==> src/rtl/nf_pkg.sv <==
package nf_pkg;

    localparam int NUM_CH   = 4;
    localparam int CTRL_W   = 8;
    localparam int HIST_LEN = 3;
    localparam int SYNC_LEN = 2;

    typedef enum logic [1:0] {
        SRC_BASE  = 2'b00,
        SRC_DIV8  = 2'b01,
        SRC_DIV32 = 2'b10,
        SRC_EXT   = 2'b11
    } smp_src_e;

    typedef struct packed {
        logic [1:0]        rsvd;
        smp_src_e          src;
        logic [NUM_CH-1:0] en;
    } ctrl_t;

    // Writable bits: select plus the enables that exist in this instance.
    function automatic logic [CTRL_W-1:0] write_mask(int rsv_mode);
        logic [CTRL_W-1:0] m;
        m = 8'h3F;
        if (rsv_mode >= 1) m[2] = 1'b0;
        if (rsv_mode >= 2) m[3] = 1'b0;
        return m;
    endfunction

    function automatic logic agree(logic [HIST_LEN-1:0] h);
        return (h == '0) || (h == '1);
    endfunction

endpackage

==> src/rtl/nf_ctrl_reg.sv <==
module nf_ctrl_reg
    import nf_pkg::*;
#(
    parameter int RSV_MODE = 0
) (
    input  logic              clk,
    input  logic              rst,
    input  logic              wr_en,
    input  logic [CTRL_W-1:0] wr_data,
    output logic [CTRL_W-1:0] rd_data,
    output logic [NUM_CH-1:0] en,
    output smp_src_e          src
);
    localparam logic [CTRL_W-1:0] WMASK = write_mask(RSV_MODE);

    ctrl_t ctrl_q;

    always_ff @(posedge clk) begin
        if (rst) begin
            ctrl_q <= '0;
        end else if (wr_en) begin
            ctrl_q <= ctrl_t'(wr_data & WMASK);
        end
    end

    assign rd_data = ctrl_q;
    assign en      = ctrl_q.en;
    assign src     = ctrl_q.src;


    wr_readback_chk: assert property (@(posedge clk) disable iff (rst)
        wr_en |=> (rd_data == ($past(wr_data) & WMASK)));


    rsv_zero_chk: assert property (@(posedge clk) disable iff (rst)
        ((rd_data & ~WMASK) == '0));

endmodule

==> src/rtl/nf_strobe_gen.sv <==
module nf_strobe_gen
    import nf_pkg::*;
#(
    parameter int DIV_A = 8,
    parameter int DIV_B = 32
) (
    input  logic     clk,
    input  logic     rst,
    input  smp_src_e src,
    input  logic     ext_clk,
    output logic     strobe
);
    localparam int LOG_A = $clog2(DIV_A);
    localparam int LOG_B = $clog2(DIV_B);

    logic [LOG_B-1:0] pre_q;
    logic [2:0]       ext_q;
    logic             tick_a;
    logic             tick_b;
    logic             tick_ext;

    always_ff @(posedge clk) begin
        if (rst) begin
            pre_q <= '0;
            ext_q <= '0;
        end else begin
            pre_q <= pre_q + 1'b1;
            ext_q <= {ext_q[1:0], ext_clk};
        end
    end

    assign tick_a   = (pre_q[LOG_A-1:0] == {LOG_A{1'b1}});
    assign tick_b   = (pre_q == {LOG_B{1'b1}});
    assign tick_ext = ext_q[1] & ~ext_q[2];

    always_comb begin
        unique case (src)
            SRC_BASE:  strobe = 1'b1;
            SRC_DIV8:  strobe = tick_a;
            SRC_DIV32: strobe = tick_b;
            SRC_EXT:   strobe = tick_ext;
            default:   strobe = 1'b1;
        endcase
    end


    div8_pulse_chk: assert property (@(posedge clk) disable iff (rst)
        tick_a |=> !tick_a);


    div32_nested_chk: assert property (@(posedge clk) disable iff (rst)
        tick_b |-> tick_a);


    ext_pulse_chk: assert property (@(posedge clk) disable iff (rst)
        tick_ext |=> !tick_ext);

endmodule

==> src/rtl/nf_channel.sv <==
module nf_channel
    import nf_pkg::*;
(
    input  logic clk,
    input  logic rst,
    input  logic en,
    input  logic strobe,
    input  logic pin,
    output logic out
);
    logic [SYNC_LEN-1:0] sync_q;
    logic [HIST_LEN-1:0] hist_q;
    logic [HIST_LEN-1:0] hist_nx;
    logic                lvl_q;
    logic                s_lvl;

    always_ff @(posedge clk) begin
        sync_q <= {sync_q[SYNC_LEN-2:0], pin};
    end

    assign s_lvl   = sync_q[SYNC_LEN-1];
    assign hist_nx = {hist_q[HIST_LEN-2:0], s_lvl};

    always_ff @(posedge clk) begin
        if (rst || !en) begin
            hist_q <= {HIST_LEN{s_lvl}};
            lvl_q  <= s_lvl;
        end else if (strobe) begin
            hist_q <= hist_nx;
            if (agree(hist_nx)) begin
                lvl_q <= hist_nx[0];
            end
        end
    end

    assign out = en ? lvl_q : pin;


    change_on_strobe_chk: assert property (@(posedge clk) disable iff (rst)
        (en && $past(en) && (lvl_q != $past(lvl_q))) |-> $past(strobe));


    change_agreed_chk: assert property (@(posedge clk) disable iff (rst)
        (en && $past(en) && (lvl_q != $past(lvl_q))) |-> (hist_q == {HIST_LEN{lvl_q}}));


    idle_track_chk: assert property (@(posedge clk) disable iff (rst)
        (!$past(en) && !$past(rst)) |-> (lvl_q == $past(s_lvl)));

endmodule

==> src/rtl/nf_input_filter.sv <==
module nf_input_filter
    import nf_pkg::*;
#(
    parameter int RSV_MODE = 0,
    parameter int DIV_A    = 8,
    parameter int DIV_B    = 32
) (
    input  logic        clk,
    input  logic        rst,
    input  logic        wr_en,
    input  logic [7:0]  wr_data,
    output logic [7:0]  rd_data,
    input  logic        ext_clk,
    input  logic [3:0]  pin_in,
    output logic [3:0]  filt_out
);
    logic [NUM_CH-1:0] en;
    smp_src_e          src;
    logic              strobe;

    nf_ctrl_reg #(.RSV_MODE(RSV_MODE)) u_reg (
        .clk     (clk),
        .rst     (rst),
        .wr_en   (wr_en),
        .wr_data (wr_data),
        .rd_data (rd_data),
        .en      (en),
        .src     (src)
    );

    nf_strobe_gen #(.DIV_A(DIV_A), .DIV_B(DIV_B)) u_stb (
        .clk     (clk),
        .rst     (rst),
        .src     (src),
        .ext_clk (ext_clk),
        .strobe  (strobe)
    );

    for (genvar c = 0; c < NUM_CH; c++) begin : g_ch
        nf_channel u_ch (
            .clk    (clk),
            .rst    (rst),
            .en     (en[c]),
            .strobe (strobe),
            .pin    (pin_in[c]),
            .out    (filt_out[c])
        );
    end

endmodule

==> config.mk <==
export PLATFORM = sky130hd
export DESIGN_NAME = nf_input_filter
export DESIGN_NICKNAME = d
export VERILOG_FILES = /design/src/rtl/nf_pkg.sv /design/src/rtl/nf_ctrl_reg.sv /design/src/rtl/nf_strobe_gen.sv /design/src/rtl/nf_channel.sv /design/src/rtl/nf_input_filter.sv
export SDC_FILE = /design/constraint.sdc
export NUM_CORES = 1
export LEC_CHECK = 0
export BUFFER_PORTS_ARGS = -buffer_cell sky130_fd_sc_hd__buf_2
export CAP_MARGIN = 20
export CORE_UTILIZATION = 52
export DETAILED_ROUTE_END_ITERATION = 6
export GPL_TIMING_DRIVEN = 0
export PLACE_DENSITY = 0.76
export SYNTH_ARGS = -nofsm -noshare
export SYNTH_HDL_FRONTEND = slang
export SYNTH_SLANG_ARGS = --single-unit
==> constraint.sdc <==
create_clock -name clk -period 1.9 [get_ports clk]
set_clock_uncertainty 0.1 [all_clocks]
set_input_delay 0.38 -clock clk [delete_from_list [all_inputs] [get_ports clk]]
set_output_delay 0.38 -clock clk [all_outputs]
set_load 0.01 [all_outputs]
==> results.yml <==
cells_and_area:
  fin_nets: 158
  instances_no_fill: 170
  final_layout_size_suffix_gt1_share_pct: 38.6
  stdcell_area_mm2: 0.00155
  area_growth_pct: 15.8
  antennaDiodeCount: 0
  post-route-util_pct: 63.3
drt:
  num_vias: 865
  drcViolationCount: 0
  vias_per_cell: 5.09
  routed_wl_mm: 2.17
  dr.pass1.iters: 4
  drt-initial-drc-count: 13
  wl_per_cell_um: 12.8
  drtAntennaViolNets: 0
worst_hold_path:
  min_path_type: "in2reg"
sta:
  fin_crit_ns: 1.82
  hold_violations: 0
  finalCritPeriodShare_pct: 95.9
  fmax_ghz: 0.549
  report.final.slew_viol_count: 0
  setup_slack_ns: 0.0787
  setup_tns_ns: 0
  setup_viol: 0
  rsz0062_at_grt: "yes"
power:
  vdd_ir_drop_max_v: 0.000641
  p_per_area_mw_per_mm2: 881
  p_leak_nw: 0.706
setup_path:
  criticalPathCategory: "reg2out"
  end_kind: "output port"
  required_ns: 1.42
  critPathLaunchType: "register"
  path_max_fanout: 4
  crit_arrival_ns: 1.34
placement:
  routabilityCongestion: 0.707
  io_buffer_count: 22
  placed_cells: 162
  postPlaceCellArea_mm2: 0.00149
  hpwlAfterDp_mm: 1.54
  place_ws_ns: 0.126
synthesis:
  synth_area_mm2: 0.00134
  ys_ff_latch: 34
  yosysTopAreaCellShare_pct: 32.8
  synth.avg_cell_area_um2: 12.3
  synthCells: 109
  yosysTopAreaCell: "dfxtp_1"
  ys_warn_count: 0
  yosysSeqAreaShare_pct: 59.7
  synth.distinct_cells: 23
  synthTopCellsByArea: "dfxtp_1 33%, edfxtp_1 27%, buf_4 5.6%, mux2i_1 4.5%, mux2_4 4.5%"
clock_network:
  cts_tree: "done"
  htreeDepth: 2
  numCtsBuffers: 5
  cts_setup_buffers: 0
  clockBufferDepth: 2
  cts_root_buf: "clkbuf_4"
  path_clk_slew_ns: 0.11
  cts_resized: 0
  cts_hold_buf: 0
  cts_sinks: 34
  insertion_delay_ns: 0.34
die:
  die_h_um: 52.8
  die_area_mm2: 0.00279
  num_rows: 18
  initial_core_util_pct: 54.6
  boundaryPins: 28
  core_area_mm2: 0.00245
  die_width_um: 52.8
global_routing:
  overflow: 0
  grt_max_degree: 11
  grt_first_pass_wirelength_mm: 3.47
  antenna_found_initial: 0
  grt_pass1_vias: 800
  track_usage_pct: 18.4
status:
  status: "finished, final reports clean"
flow_run:
  drv_cap: 0
[cell usage in the layout (no fill, tap or decap), drive strengths merged, types with 2 or more instances in the layout]
master	Yosys	routed
dfxtp	22	22
nand2	4	4
conb	1	2
clkbuf	0	7
mux2i	6	6
nor2b	9	9
edfxtp	12	12
nor3	4	4
nor2	12	12
ha	3	3
buf	12	34
and3	5	5
o21ai	4	4
mux2	8	8
[critical path: stages, from the launching register on]
cell and delay [ns]:
dfxtp_1 0.41, mux2_2 0.35, buf_4 0.12, buf_2 0.12
[layer usage]
metal | wire length, µm | track usage, %
met5 | 0 | 0
met3 | 106 | 6.96
met1 | 950 | 20.9
met4 | 53 | 11.4
met2 | 1060 | 28.9
[worst paths after layout]
check	start	end	slack [ns]	depth (start not counted)
setup / recovery	u_reg.en[0]$_SDFFE_PP0P_	filt_out[0]	0.08	3
hold / removal	pin_in[0]	g_ch[0].u_ch.sync_q[0]$_DFF_P_	0.04	1
setup reg to reg	u_stb.pre_q[0]$_SDFF_PP0_	g_ch[2].u_ch.hist_q[1]$_DFFE_PP_	0.09	6
hold reg to reg	g_ch[1].u_ch.sync_q[0]$_DFF_P_	g_ch[1].u_ch.sync_q[1]$_DFF_P_	0.24	0
[synth_stat cells, drive strengths merged]
| library cell | instances |
|---|---|
| nor3b | 1 |
| and3 | 5 |
| nand2 | 4 |
| nand2b | 1 |
| dfxtp | 22 |
| edfxtp | 12 |
| buf | 12 |
| xor2 | 1 |
| nand3b | 1 |
| mux2i | 6 |
| a31o | 1 |
| nor2 | 12 |
| nor2b | 9 |
| nand3 | 1 |
| nor3 | 4 |
| conb | 1 |
| and2b | 1 |
| ha | 3 |
| o21ai | 4 |
| mux2 | 8 |
[sequential cells by signal, summed over array words and instances (netlist names)]
register,flops
g_ch.u_ch.hist_q,8
g_ch.u_ch.lvl_q,4
g_ch.u_ch.sync_q,8
u_reg.en,4
u_reg.src,2
u_stb.ext_q,3
u_stb.pre_q,5
[area by class of cell]
cell class,instances,area [µm²]
fill,203,902
sequential,34,801
multi-input combinational,64,459
timing repair buffer,22,110
buffer,12,85.1
clock buffer,7,55.1
tap,30,37.5
clock inverter,1,5.00
[kinds of logic (layout without fill, tap and decap cells)]
family	count (synthesis)	in the layout	share of synthesized area [%]
xor gates and xnor gates	1	1	0.653
and+or+nand+nor	39	39	15.8
AOI/OAI and AO/OA	5	5	2.15
muxes	14	14	12.3
other	1	2	0.280
DFF	34	34	59.7
buffers and inverters	12	42	6.34
adders and majority gates	3	3	2.80
[stage by stage]
step           total power [W]  hold WS (ns)
5_1_grt                0.00142        0.0379
4_1_cts                0.00138        0.0408
3_5_place_dp          0.000975         0.216
2_1_floorplan         0.000925         0.210
3_3_place_gp          0.000967         0.211
6_report               0.00137        0.0426
[power breakdown]
group          total [W]  switching [W]  internal, W  leakage [nW]
Combinational   0.000134      0.0000573    0.0000764         0.362
Sequential      0.000824      0.0000273     0.000797         0.309
Clock           0.000410       0.000231     0.000179        0.0353
(Power assumes the default switching activity.)
